File: config.mk
export PLATFORM = sky130hd
export DESIGN_NAME = swtlb
export DESIGN_NICKNAME = d
export VERILOG_FILES = /design/src/rtl/tlb_pkg.sv /design/src/rtl/tlb_match.sv /design/src/rtl/tlb_victim.sv /design/src/rtl/swtlb.sv
export SDC_FILE = /design/constraint.sdc
export NUM_CORES = 1
export LEC_CHECK = 0
export BUFFER_PORTS_ARGS = -buffer_cell sky130_fd_sc_hd__buf_2
export CAP_MARGIN = 40
export CORE_MARGIN = 2
export CORE_UTILIZATION = 58
export CTS_BUF_LIST = sky130_fd_sc_hd__clkbuf_4
export DETAILED_ROUTE_END_ITERATION = 6
export GPL_TIMING_DRIVEN = 0
export PLACE_DENSITY = 0.78
export SETUP_SLACK_MARGIN = 0.4
export SYNTH_ARGS = -nofsm -noshare
export SYNTH_HDL_FRONTEND = slang
export SYNTH_HIERARCHICAL = 1
export SYNTH_SLANG_ARGS = --single-unit
File: constraint.sdc
create_clock -name clk -period 8.2 [get_ports clk]
set_input_delay 1.23 -clock clk [delete_from_list [all_inputs] [get_ports clk]]
set_output_delay 1.23 -clock clk [all_outputs]
set_load 0.05 [all_outputs]
File: src/rtl/tlb_pkg.sv
package tlb_pkg;
  timeunit 1ns;
  timeprecision 1ps;

  localparam int RIGHTS_W  = 2;
  localparam int RGT_RONLY = 0;  // store forbidden
  localparam int RGT_USER  = 1;  // user mode allowed

  function automatic logic rights_violation(input logic [RIGHTS_W-1:0] rgt,
                                            input logic is_store,
                                            input logic is_user);
    return (is_store && rgt[RGT_RONLY]) || (is_user && !rgt[RGT_USER]);
  endfunction
endpackage

File: src/rtl/tlb_match.sv
module tlb_match #(
  parameter int ENTRIES = 16,
  parameter int VPN_W   = 20,
  parameter int PID_W   = 8,
  localparam int IDX_W  = $clog2(ENTRIES)
) (
  input  logic [ENTRIES-1:0] valid_i,
  input  logic [VPN_W-1:0]   vpn_i [ENTRIES],
  input  logic [PID_W-1:0]   pid_i [ENTRIES],
  input  logic [VPN_W-1:0]   look_vpn,
  input  logic [PID_W-1:0]   look_pid,
  output logic               any_o,
  output logic [IDX_W-1:0]   idx_o
);
  timeunit 1ns;
  timeprecision 1ps;

  logic [ENTRIES-1:0] hit_vec;

  for (genvar g = 0; g < ENTRIES; g++) begin : g_cmp
    assign hit_vec[g] = valid_i[g] && (vpn_i[g] == look_vpn) && (pid_i[g] == look_pid);
  end

  // priority: lowest index wins
  always_comb begin
    idx_o = '0;
    for (int i = ENTRIES - 1; i >= 0; i--) begin
      if (hit_vec[i]) idx_o = IDX_W'(i);
    end
  end
  assign any_o = |hit_vec;

  // no lower-index entry matches the chosen one
  always_comb begin
    for (int j = 0; j < ENTRIES; j++) begin
      if (any_o && (j < int'(idx_o))) begin
        a_r8_lowest_match: assert (!hit_vec[j]);
      end
    end
  end
endmodule

File: src/rtl/tlb_victim.sv
module tlb_victim #(
  parameter int ENTRIES = 16,
  localparam int IDX_W  = $clog2(ENTRIES)
) (
  input  logic               clk,
  input  logic               rst_n,
  input  logic [ENTRIES-1:0] valid_i,
  input  logic [ENTRIES-1:0] ref_i,
  input  logic               advance_i,
  output logic [IDX_W-1:0]   victim_o,
  output logic [ENTRIES-1:0] clr_o,
  output logic               clock_mode_o
);
  timeunit 1ns;
  timeprecision 1ps;

  logic [IDX_W-1:0]   ptr_q;
  logic [IDX_W-1:0]   clk_vic;
  logic [ENTRIES-1:0] clk_clr;
  logic [IDX_W-1:0]   inv_vic;
  logic [IDX_W-1:0]   pos;
  logic               found;

  // second-chance scan starting at the pointer
  always_comb begin
    found   = 1'b0;
    clk_vic = ptr_q;
    clk_clr = '0;
    pos     = '0;
    for (int k = 0; k < ENTRIES; k++) begin
      pos = ptr_q + IDX_W'(k);
      if (!found) begin
        if (ref_i[pos]) clk_clr[pos] = 1'b1;
        else begin
          found   = 1'b1;
          clk_vic = pos;
        end
      end
    end
  end

  // lowest-index empty slot
  always_comb begin
    inv_vic = '0;
    for (int i = ENTRIES - 1; i >= 0; i--) begin
      if (!valid_i[i]) inv_vic = IDX_W'(i);
    end
  end

  assign clock_mode_o = &valid_i;
  assign victim_o     = clock_mode_o ? clk_vic : inv_vic;
  assign clr_o        = clock_mode_o ? clk_clr : '0;

  always_ff @(posedge clk or negedge rst_n) begin
    if (!rst_n)                          ptr_q <= '0;
    else if (advance_i && clock_mode_o)  ptr_q <= clk_vic + 1'b1;
  end

  // pointer lands just past the chosen victim
  a_r12_ptr_advance: assert property (@(posedge clk) disable iff (!rst_n)
    (advance_i && clock_mode_o) |=> (ptr_q == $past(victim_o) + 1'b1));
  // with empty slots the pointer holds
  a_r11_ptr_hold: assert property (@(posedge clk) disable iff (!rst_n)
    (advance_i && !clock_mode_o) |=> $stable(ptr_q));
endmodule

File: src/rtl/swtlb.sv
module swtlb
  import tlb_pkg::*;
#(
  parameter int ENTRIES = 16,
  parameter int VA_W    = 32,
  parameter int PA_W    = 32,
  parameter int OFF_W   = 12,
  parameter int PID_W   = 8,
  localparam int VPN_W  = VA_W - OFF_W,
  localparam int PPN_W  = PA_W - OFF_W,
  localparam int IDX_W  = $clog2(ENTRIES)
) (
  input  logic                clk,
  input  logic                rst_n,
  input  logic                flush_all,
  input  logic                lk_valid,
  input  logic [VA_W-1:0]     lk_vaddr,
  input  logic [PID_W-1:0]    lk_pid,
  input  logic                lk_write,
  input  logic                lk_user,
  output logic                lk_hit,
  output logic                lk_fault,
  output logic                lk_trap,
  output logic [PA_W-1:0]     lk_paddr,
  output logic                lk_dirty,
  input  logic                wr_valid,
  output logic                wr_ready,
  input  logic                wr_use_victim,
  input  logic [IDX_W-1:0]    wr_index,
  input  logic [VPN_W-1:0]    wr_vpn,
  input  logic [PPN_W-1:0]    wr_ppn,
  input  logic [PID_W-1:0]    wr_pid,
  input  logic [RIGHTS_W-1:0] wr_rights,
  input  logic                wr_dirty
);
  timeunit 1ns;
  timeprecision 1ps;

  logic [VPN_W-1:0]    vpn_q [ENTRIES];
  logic [PPN_W-1:0]    ppn_q [ENTRIES];
  logic [PID_W-1:0]    pid_q [ENTRIES];
  logic [RIGHTS_W-1:0] rgt_q [ENTRIES];
  logic [ENTRIES-1:0]  valid_q, ref_q, dirty_q;
  logic [ENTRIES-1:0]  valid_d, ref_d, dirty_d;

  logic               any_match;
  logic [IDX_W-1:0]   m_idx;
  logic               denied;
  logic               install;
  logic               advance;
  logic [IDX_W-1:0]   victim;
  logic [IDX_W-1:0]   tgt;
  logic [ENTRIES-1:0] clr_mask;
  logic               clock_mode;

  tlb_match #(.ENTRIES(ENTRIES), .VPN_W(VPN_W), .PID_W(PID_W)) u_match (
    .valid_i  (valid_q),
    .vpn_i    (vpn_q),
    .pid_i    (pid_q),
    .look_vpn (lk_vaddr[VA_W-1:OFF_W]),
    .look_pid (lk_pid),
    .any_o    (any_match),
    .idx_o    (m_idx)
  );

  tlb_victim #(.ENTRIES(ENTRIES)) u_victim (
    .clk          (clk),
    .rst_n        (rst_n),
    .valid_i      (valid_q),
    .ref_i        (ref_q),
    .advance_i    (advance),
    .victim_o     (victim),
    .clr_o        (clr_mask),
    .clock_mode_o (clock_mode)
  );

  // lookup outcome
  assign denied   = rights_violation(rgt_q[m_idx], lk_write, lk_user);
  assign lk_hit   = lk_valid && any_match && !denied;
  assign lk_fault = lk_valid && any_match && denied;
  assign lk_trap  = lk_valid && !any_match;
  assign lk_paddr = lk_hit ? {ppn_q[m_idx], lk_vaddr[OFF_W-1:0]} : '0;
  assign lk_dirty = lk_hit && dirty_q[m_idx];

  // install stream
  assign wr_ready = !flush_all;
  assign install  = wr_valid && wr_ready;
  assign advance  = install && wr_use_victim;
  assign tgt      = wr_use_victim ? victim : wr_index;

  always_comb begin
    valid_d = valid_q;
    ref_d   = ref_q;
    dirty_d = dirty_q;
    if (flush_all) begin
      valid_d = '0;
    end else begin
      if (advance) ref_d = ref_d & ~clr_mask;
      if (lk_hit) begin
        ref_d[m_idx] = 1'b1;
        if (lk_write) dirty_d[m_idx] = 1'b1;
      end
      if (install) begin
        valid_d[tgt] = 1'b1;
        ref_d[tgt]   = 1'b0;
        dirty_d[tgt] = wr_dirty;
      end
    end
  end

  always_ff @(posedge clk or negedge rst_n) begin
    if (!rst_n) begin
      valid_q <= '0;
      ref_q   <= '0;
      dirty_q <= '0;
    end else begin
      valid_q <= valid_d;
      ref_q   <= ref_d;
      dirty_q <= dirty_d;
    end
  end

  always_ff @(posedge clk) begin
    if (install) begin
      vpn_q[tgt] <= wr_vpn;
      ppn_q[tgt] <= wr_ppn;
      pid_q[tgt] <= wr_pid;
      rgt_q[tgt] <= wr_rights;
    end
  end

  // exactly one outcome per request, none when idle
  a_r2_one_outcome: assert property (@(posedge clk) disable iff (!rst_n)
    lk_valid |-> ($countones({lk_hit, lk_fault, lk_trap}) == 1));
  a_r2_idle_quiet: assert property (@(posedge clk) disable iff (!rst_n)
    !lk_valid |-> !(lk_hit || lk_fault || lk_trap));
  // offset bits are untranslated
  a_r1_offset: assert property (@(posedge clk) disable iff (!rst_n)
    lk_hit |-> (lk_paddr[OFF_W-1:0] == lk_vaddr[OFF_W-1:0]));
  // a hit marks its entry referenced
  a_r5_ref_set: assert property (@(posedge clk) disable iff (!rst_n)
    (lk_hit && !install && !flush_all) |=> ref_q[$past(m_idx)]);
  // a store hit marks its entry dirty
  a_r6_dirty_set: assert property (@(posedge clk) disable iff (!rst_n)
    (lk_hit && lk_write && !install && !flush_all) |=> dirty_q[$past(m_idx)]);
  // flush empties the buffer
  a_r9_flush_empty: assert property (@(posedge clk) disable iff (!rst_n)
    flush_all |=> (valid_q == '0));
endmodule

* Word level (Yosys, flattened, before mapping)
Memory sizes are Yosys's and may differ from the RTL's.
Index checks and enable logic that the tools add are counted.
** Word-level totals
- Bits in writable memories :: 352
- Bits in latches :: 0
- Logic and storage cells :: 432
- Flip-flop bits (word level) :: 500
- Output and inout bits :: 37
- Bits of input ports :: 103
- Memory bits (read-only) :: 0
- Memories kept :: 2
** Memories
- ppn_q :: words 16, bits a word 20, read ports 1, clocked after Yosys merged registers in 0, write ports 1, RTL line swtlb.sv:40 : logic [PPN_W-1:0] ppn_q [ENTRIES];
- rgt_q :: words 16, bits a word 2, read ports 1, clocked after Yosys merged registers in 0, write ports 1, RTL line swtlb.sv:42 : logic [RIGHTS_W-1:0] rgt_q [ENTRIES];
** Cells by class
- Reduce and logical (&&, ||, !) cells :: 69
- Magnitude comparators :: 38
- Div/mod/pow operators :: 0
- Multiply operators :: 0
- Add/sub/neg operators :: 16
- Bitwise operators :: 23
- Shift operators :: 0
- Multiplexer cells :: 216
- Equality and inequality tests :: 32
** Operators with widths (number)
- two-way mux 16 bit :: 43
- bitwise mux 320 bit :: 1
- == test 20 bit :: 16
- OR 16 bit :: 18
- two-way mux 4 bit :: 64
- bitwise mux 128 bit :: 1
- == test 8 bit :: 16
- less-than comparator 4 x 5 -> 1 bit (second input constant) :: 18
- demux 20 bit (select 4 bit) :: 1
- demux 1 bit (select 4 bit) :: 18
- >= comparator 4 x 1 -> 1 bit (second input constant) :: 18
- binary-select mux 1 bit (select 4 bit) :: 17
- two-way mux 1 bit :: 66
- logical AND 1 bit :: 61
- adder 4 bit (second input constant) :: 8
- bitwise AND 16 bit :: 2
- demux 8 bit (select 4 bit) :: 1
- two-way mux 32 bit :: 1
- inverter 16 bit :: 2
- two-way mux 20 bit :: 1
- adder 4 x 3 -> 4 bit (second input constant) :: 4
- bitwise mux 16 bit :: 1
- AND reduction 16 bit :: 1
- OR reduction 16 bit :: 1
- 9 further kinds :: 14

* Longest topological paths before layout
- Depth after elaboration :: 60
- Depth in mapped cells :: 24
- Mapped depth without buffers :: 17

* By module
Netlist, hierarchy kept.
** Modules (own cells, without submodules)
- swtlb :: times used 1, sequential area each 25224.2 um^2, cells each 1278, area an instance 29995.0 um^2
- tlb_victim :: times used 1, sequential area each 100.1 um^2, cells each 777, area an instance 5464.0 um^2
- tlb_match :: times used 1, sequential area each 0.0 um^2, cells each 700, area an instance 5376.4 um^2

* Worst setup path before layout
Ideal clock, no wire load.
- Path kind :: register to register
- Start point :: reg u_victim.ptr_q[1]
- End point :: reg ref_q[2]
- Slack :: -0.662 ns
- Arrival :: 8.569 ns
- Data required time :: 7.907 ns
- Setup time :: 0.293 ns
- Cell stages (with the launch flop) :: 21
- Period minus slack after synthesis :: 8.862 ns
- Path through :: dfrtp_1 > clkbuf_1 > clkinv_1 > ha_1 > buf_4 > clkbuf_1 > mux2_1 > mux4_2 > mux2i_2 > or4_1 > buf_2 > nor3_4 > o311a_2 > a2111oi_4 > nor2_2 > o21ba_1 > o21ba_1 > or3b_4 > a2111oi_2 > or3_1 > o22ai_1
** RTL lines
- start, declared :: RTL line tlb_victim.sv:17 : logic [IDX_W-1:0] ptr_q;
- start signal, assigned :: RTL line tlb_victim.sv:56 : else if (advance_i && clock_mode_o) ptr_q <= clk_vic + 1'b1;
- adder 4 x 1 -> 4 bit :: RTL line tlb_victim.sv:31 : pos = ptr_q + IDX_W'(k);
- binary-select mux 1 bit (select 4 bit) :: RTL line tlb_victim.sv:33 : if (ref_i[pos]) clk_clr[pos] = 1'b1;
- two-way mux 1 bit (not written as such) :: RTL line tlb_victim.sv:33
- two-way mux 4 bit :: RTL line tlb_victim.sv:33
- two-way mux 4 bit :: RTL line tlb_victim.sv:32 : if (!found) begin
- two-way mux 4 bit :: RTL line tlb_victim.sv:33
- two-way mux 4 bit :: RTL line tlb_victim.sv:32
- two-way mux 4 bit :: RTL line tlb_victim.sv:33
- (+26 left out)
- net victim[2] :: RTL line swtlb.sv:51 : logic [IDX_W-1:0] victim;
- two-way mux 4 bit * :: RTL line swtlb.sv:89 : assign tgt = wr_use_victim ? victim : wr_index;
- less-than comparator 4 x 5 -> 1 bit (not written as such) or >= comparator 4 x 1 -> 1 bit (tied branches) :: RTL line swtlb.sv:105 : ref_d[tgt] = 1'b0;
- logical AND 1 bit (not written as such) :: RTL line swtlb.sv:105
- two-way mux 1 bit (not written as such) :: RTL line swtlb.sv:105
- demux 1 bit (select 4 bit) * :: RTL line swtlb.sv:105
- inverter 16 bit (no line) *
- bitwise AND 16 bit (no line) *
- two-way mux 16 bit * :: RTL line swtlb.sv:103 : if (install) begin
- end signal, assigned :: RTL line swtlb.sv:118 : ref_q <= ref_d;
- end, declared :: RTL line swtlb.sv:43 : logic [ENTRIES-1:0] valid_q, ref_q, dirty_q;
Mark *: on every way through the listed nets, which the timed path passes. The rest lies on a longest branch. The select of a mux whose other input is x is not followed.
A chain may end at the register's enable or synchronous reset.

* Worst setup path after layout
- Start point :: in lk_pid[0]
- End point :: out lk_paddr[26]
** On the way
- Cells in the longest elaborated chain, start to end :: 25
** RTL lines
- start, declared :: RTL line swtlb.sv:18 : input logic [PID_W-1:0] lk_pid,
- == test 8 bit :: RTL line tlb_match.sv:21 : assign hit_vec[g] = valid_i[g] && (vpn_i[g] == look_vpn) && (pid_i[g] == look_pid);
- logical AND 1 bit :: RTL line tlb_match.sv:21
- two-way mux 4 bit (15 in a row) :: RTL line tlb_match.sv:28 : if (hit_vec[i]) idx_o = IDX_W'(i);
- two-way mux 4 bit * :: RTL line tlb_match.sv:28
- net m_idx[1] :: RTL line swtlb.sv:47 : logic [IDX_W-1:0] m_idx;
- memory read (16 x 2 bit)
- zero test 1 bit :: RTL line tlb_pkg.sv:12 : return (is_store && rgt[RGT_RONLY]) || (is_user && !rgt[RGT_USER]);
- logical AND 1 bit :: RTL line tlb_pkg.sv:12
- logical OR 1 bit :: RTL line tlb_pkg.sv:12
- zero test 1 bit :: RTL line swtlb.sv:79 : assign lk_hit = lk_valid && any_match && !denied;
- logical AND 1 bit :: RTL line swtlb.sv:79
- two-way mux 32 bit * :: RTL line swtlb.sv:82 : assign lk_paddr = lk_hit ? {ppn_q[m_idx], lk_vaddr[OFF_W-1:0]} : '0;
- end, declared :: RTL line swtlb.sv:24 : output logic [PA_W-1:0] lk_paddr,
Mark *: on every way through the listed nets, which the timed path passes. The rest lies on a longest branch.

==> run metrics <==
synthesized net count 2,872; grt total ovfl 0; vias in the first global route 28,580; R2R depth 20; cells after synthesis 2,755; Worst-path clk slew 0.07 ns; clock skew 0.08583 ns; first-pass iteration count of the detailed router 5; crit path max fanout 10; Routed WL per cell 32.20 um; endpoints failing setup 0; Max-slew headroom 0.2245; Critical Path AT 6.52 ns; Syn Area/Cell 14.82 um^2; Yosys cell types 107; r2r endpoint vpn_q[30]; fin crit period 7.750 ns; clk root buf clkbuf_4; clk buf depth 3; Initial Utilization 0.5841; worst r2r src u_victim/ptr_q[1]; Internal Power 0.006626 W; post-route cell area 46,980 um^2; peak supply drop 0.0001866 V; Switching Fraction 0.2336; Reg2Reg Setup Slack 0.58 ns; row count 97; DR vias/cell 6.656; post-synth design cell area 40,840 um^2; crit path capture type output pin; Fmax achieved 129.0 MHz; Slew Viols, Final 0; Place WS -0.4856 ns; I/O pin count 140; Final HPWL DP 96,310 um; yosys warns 6; Placed Area 44,060 um^2; total wire length 139,100 um; slew at the pin with the worst max-slew slack 1.163 ns; Detailed Route Iter0 Violations 4,050; Seq pwr share 0.555; area of the multi-input gates 14,690 um^2; vias post-DR 28,750; GRT Total Usage 0.3789; Static Leak 15.95 nW; die height 269.3 um; Synth async-reset ratio 0.06103; startpoint types input port; I/O Buffers 111; cts bufs inserted 201; Layout area overhead 15.04%; first-pass GRT wire length 196,800 um; final-report hold violation count 0; net load switching power 0.002020 W; H-tree levels 4; initial antenna violation count 9; Horiz. Die Dim 269.3 um; RSZ-0062 raised after global routing yes; most common flop cell mapped by yosys edfxtp_1; Tot Pwr 0.008647 W; Worst Path Class, Setup input port to output pin; Fillers 4,743; Hold Crit Class input port to asynchronous set/reset pin; Core ar. 69,910 um^2; total of max-cap violations 0; status complete, no violations; Clk pwr share 0.395; pin count of the biggest net entering global routing 37; Nets 3,328; Die Footprint 72,540 um^2; critical path required time 6.97 ns; CTS tree done; number of flops mapped to enable cells by yosys 800; final worst slack 0.4498 ns; residual DRC count 0; TritonCTS Sinks 852; Register Area 25,320 um^2; period utilization 0.9451; power per cell area 184.1 nW/um^2; power share of the combinational group 0.050; GPL Wtd Cong 1.025; share of cells above drive strength 1 0.2542; DRT antenna net count 0; clk_lat worst skew 1.04 ns; flops & latches, synth 852; sequential element share of the synthesized area 0.6202
-- layout by cell type (no fill, tap or decap), types with 52 or more instances in the layout --
| cell type | n |
|---|---|
| clkinv_1 | 55 |
| buf_2 | 186 |
| nand4_1 | 89 |
| nor2_1 | 96 |
| nand2_1 | 173 |
| buf_6 | 104 |
| xor2_1 | 206 |
| edfxtp_1 | 800 |
| nor4_1 | 65 |
| clkbuf_1 | 52 |
| clkbuf_4 | 295 |
| xnor2_1 | 250 |
| o21ai_0 | 73 |
| dfrtp_1 | 52 |
| mux4_2 | 93 |
| a21oi_1 | 76 |
-- synthesized netlist by cell type (46+ instances only) --
| cell | n | area share |
|---|---|---|
| xnor2_1 | 250 | 0.054 |
| o21ai_0 | 73 | 0.0089 |
| xor2_1 | 206 | 0.044 |
| nand2_1 | 173 | 0.016 |
| nor4_1 | 65 | 0.010 |
| a21oi_1 | 76 | 0.0093 |
| edfxtp_1 | 800 | 0.59 |
| mux4_2 | 93 | 0.051 |
| nor2_1 | 98 | 0.0090 |
| dfrtp_1 | 52 | 0.032 |
| clkbuf_1 | 59 | 0.0054 |
| mux2i_1 | 46 | 0.011 |
| buf_2 | 73 | 0.0089 |
| nand4_1 | 89 | 0.014 |
-- cell type report --
class                   instances  area share
flip-flops and latches        852      0.5391
multi-input cells            1709      0.3127
clock buffers                 295     0.04714
repair buffers                253     0.04411
well taps                     940     0.02504
plain buffers                 168     0.02085
clock inverters                72    0.008656
inverters                      26    0.002131
diodes                          5   0.0002663
-- repair_timing --
item | in CTS | in global routing
resized for setup | 9 | 10
hold buffers | 0 | 0
endpoints found under the setup margin | 848 | 375
setup buffers | 4 | 23
pin swaps | 2 | 9
-- critical path: stages --
cell,delay (ns)
buf_2,0.33
buf_2,0.51
xor2_1,0.16
nor4_1,0.74
nand4_1,0.49
a31oi_1,0.30
o211ai_1,0.12
a31oi_1,0.26
buf_2,0.36
buf_6,0.21
buf_4,0.26
buf_6,0.23
mux4_1,0.35
mux4_2,0.54
and3_1,0.20
buf_2,0.20
-- power by group through the flow --
stage | Clock (W) | Combinational, W | Sequential [W]
4_1_cts | 0.00345 | 0.000419 | 0.00480
6_report | 0.00341 | 0.000435 | 0.00480
3_3_place_gp | 0 | 0.000380 | 0.00490
3_5_place_dp | 0 | 0.000415 | 0.00489
5_1_grt | 0.00366 | 0.000448 | 0.00480
2_1_floorplan | 0 | 0.000209 | 0.00489
-- sequential cells by signal, summed over array words and instances, names as in the netlist --
| register | count |
|---|---|
| vpn_q | 320 |
| ppn_q | 320 |
| rgt_q | 32 |
| pid_q | 128 |
| valid_q | 16 |
| ref_q | 16 |
| u_victim/ptr_q | 4 |
| dirty_q | 16 |
-- layer usage --
layer  share of wire  track usage  up-vias  routed length [um]
li1                -            -    11810                   -
met1            0.36       0.4970    14360               50170
met2            0.48       0.6120     2178               67290
met3            0.11      0.07205      403               14780
met4           0.049       0.1883        2                6840
met5         0.00010            0        -                  14
-- cells by family (layout without fill, tap and decap cells) --
logic type                 Yosys count  after routing  synth area share
AOI/OAI and AO/OA                  424            424           0.07455
xor gates and xnor gates           461            461           0.09979
adders and majority gates           14             14          0.004290
buffers and inverters              194            814           0.02598
DFF                                852            852            0.6202
muxes                              204            204           0.09725
other                                0              5                 0
and+or+nand+nor                    606            606           0.07798
-- stage by stage --
| step | hold WS, ns | cells | utilization | TNS, ns |
|---|---|---|---|---|
| 3_3_place_gp | 0.5125 | 3806 | 0.6098 | -4504.62 |
| 2_1_floorplan | 0.4918 | 2755 | - | -210.64 |
| 3_5_place_dp | 0.5243 | 3919 | 0.6302 | -92.47 |
| 6_report | 0.1376 | 4320 | 0.6720 | 0 |
| 4_1_cts | 0.05033 | 4290 | 0.6686 | 0 |
| 5_1_grt | 0.08902 | 4318 | 0.6719 | 0 |
-- worst max-delay path by stage --
stage	slack, ns	endpoint	from
after floorplan	-0.66	ref_q[2]	u_victim/ptr_q[1]
after global placement	-7.14	ref_q[6]	u_victim/ptr_q[2]
after detailed placement	-0.49	vpn_q[140]	u_victim/ptr_q[2]
after CTS	0.40	pid_q[77]	u_victim/ptr_q[2]
after global routing	0.39	vpn_q[30]	u_victim/ptr_q[1]
final	0.45	lk_paddr[26]	lk_pid[0]
Note: power is estimated with default switching activity, not from simulation.
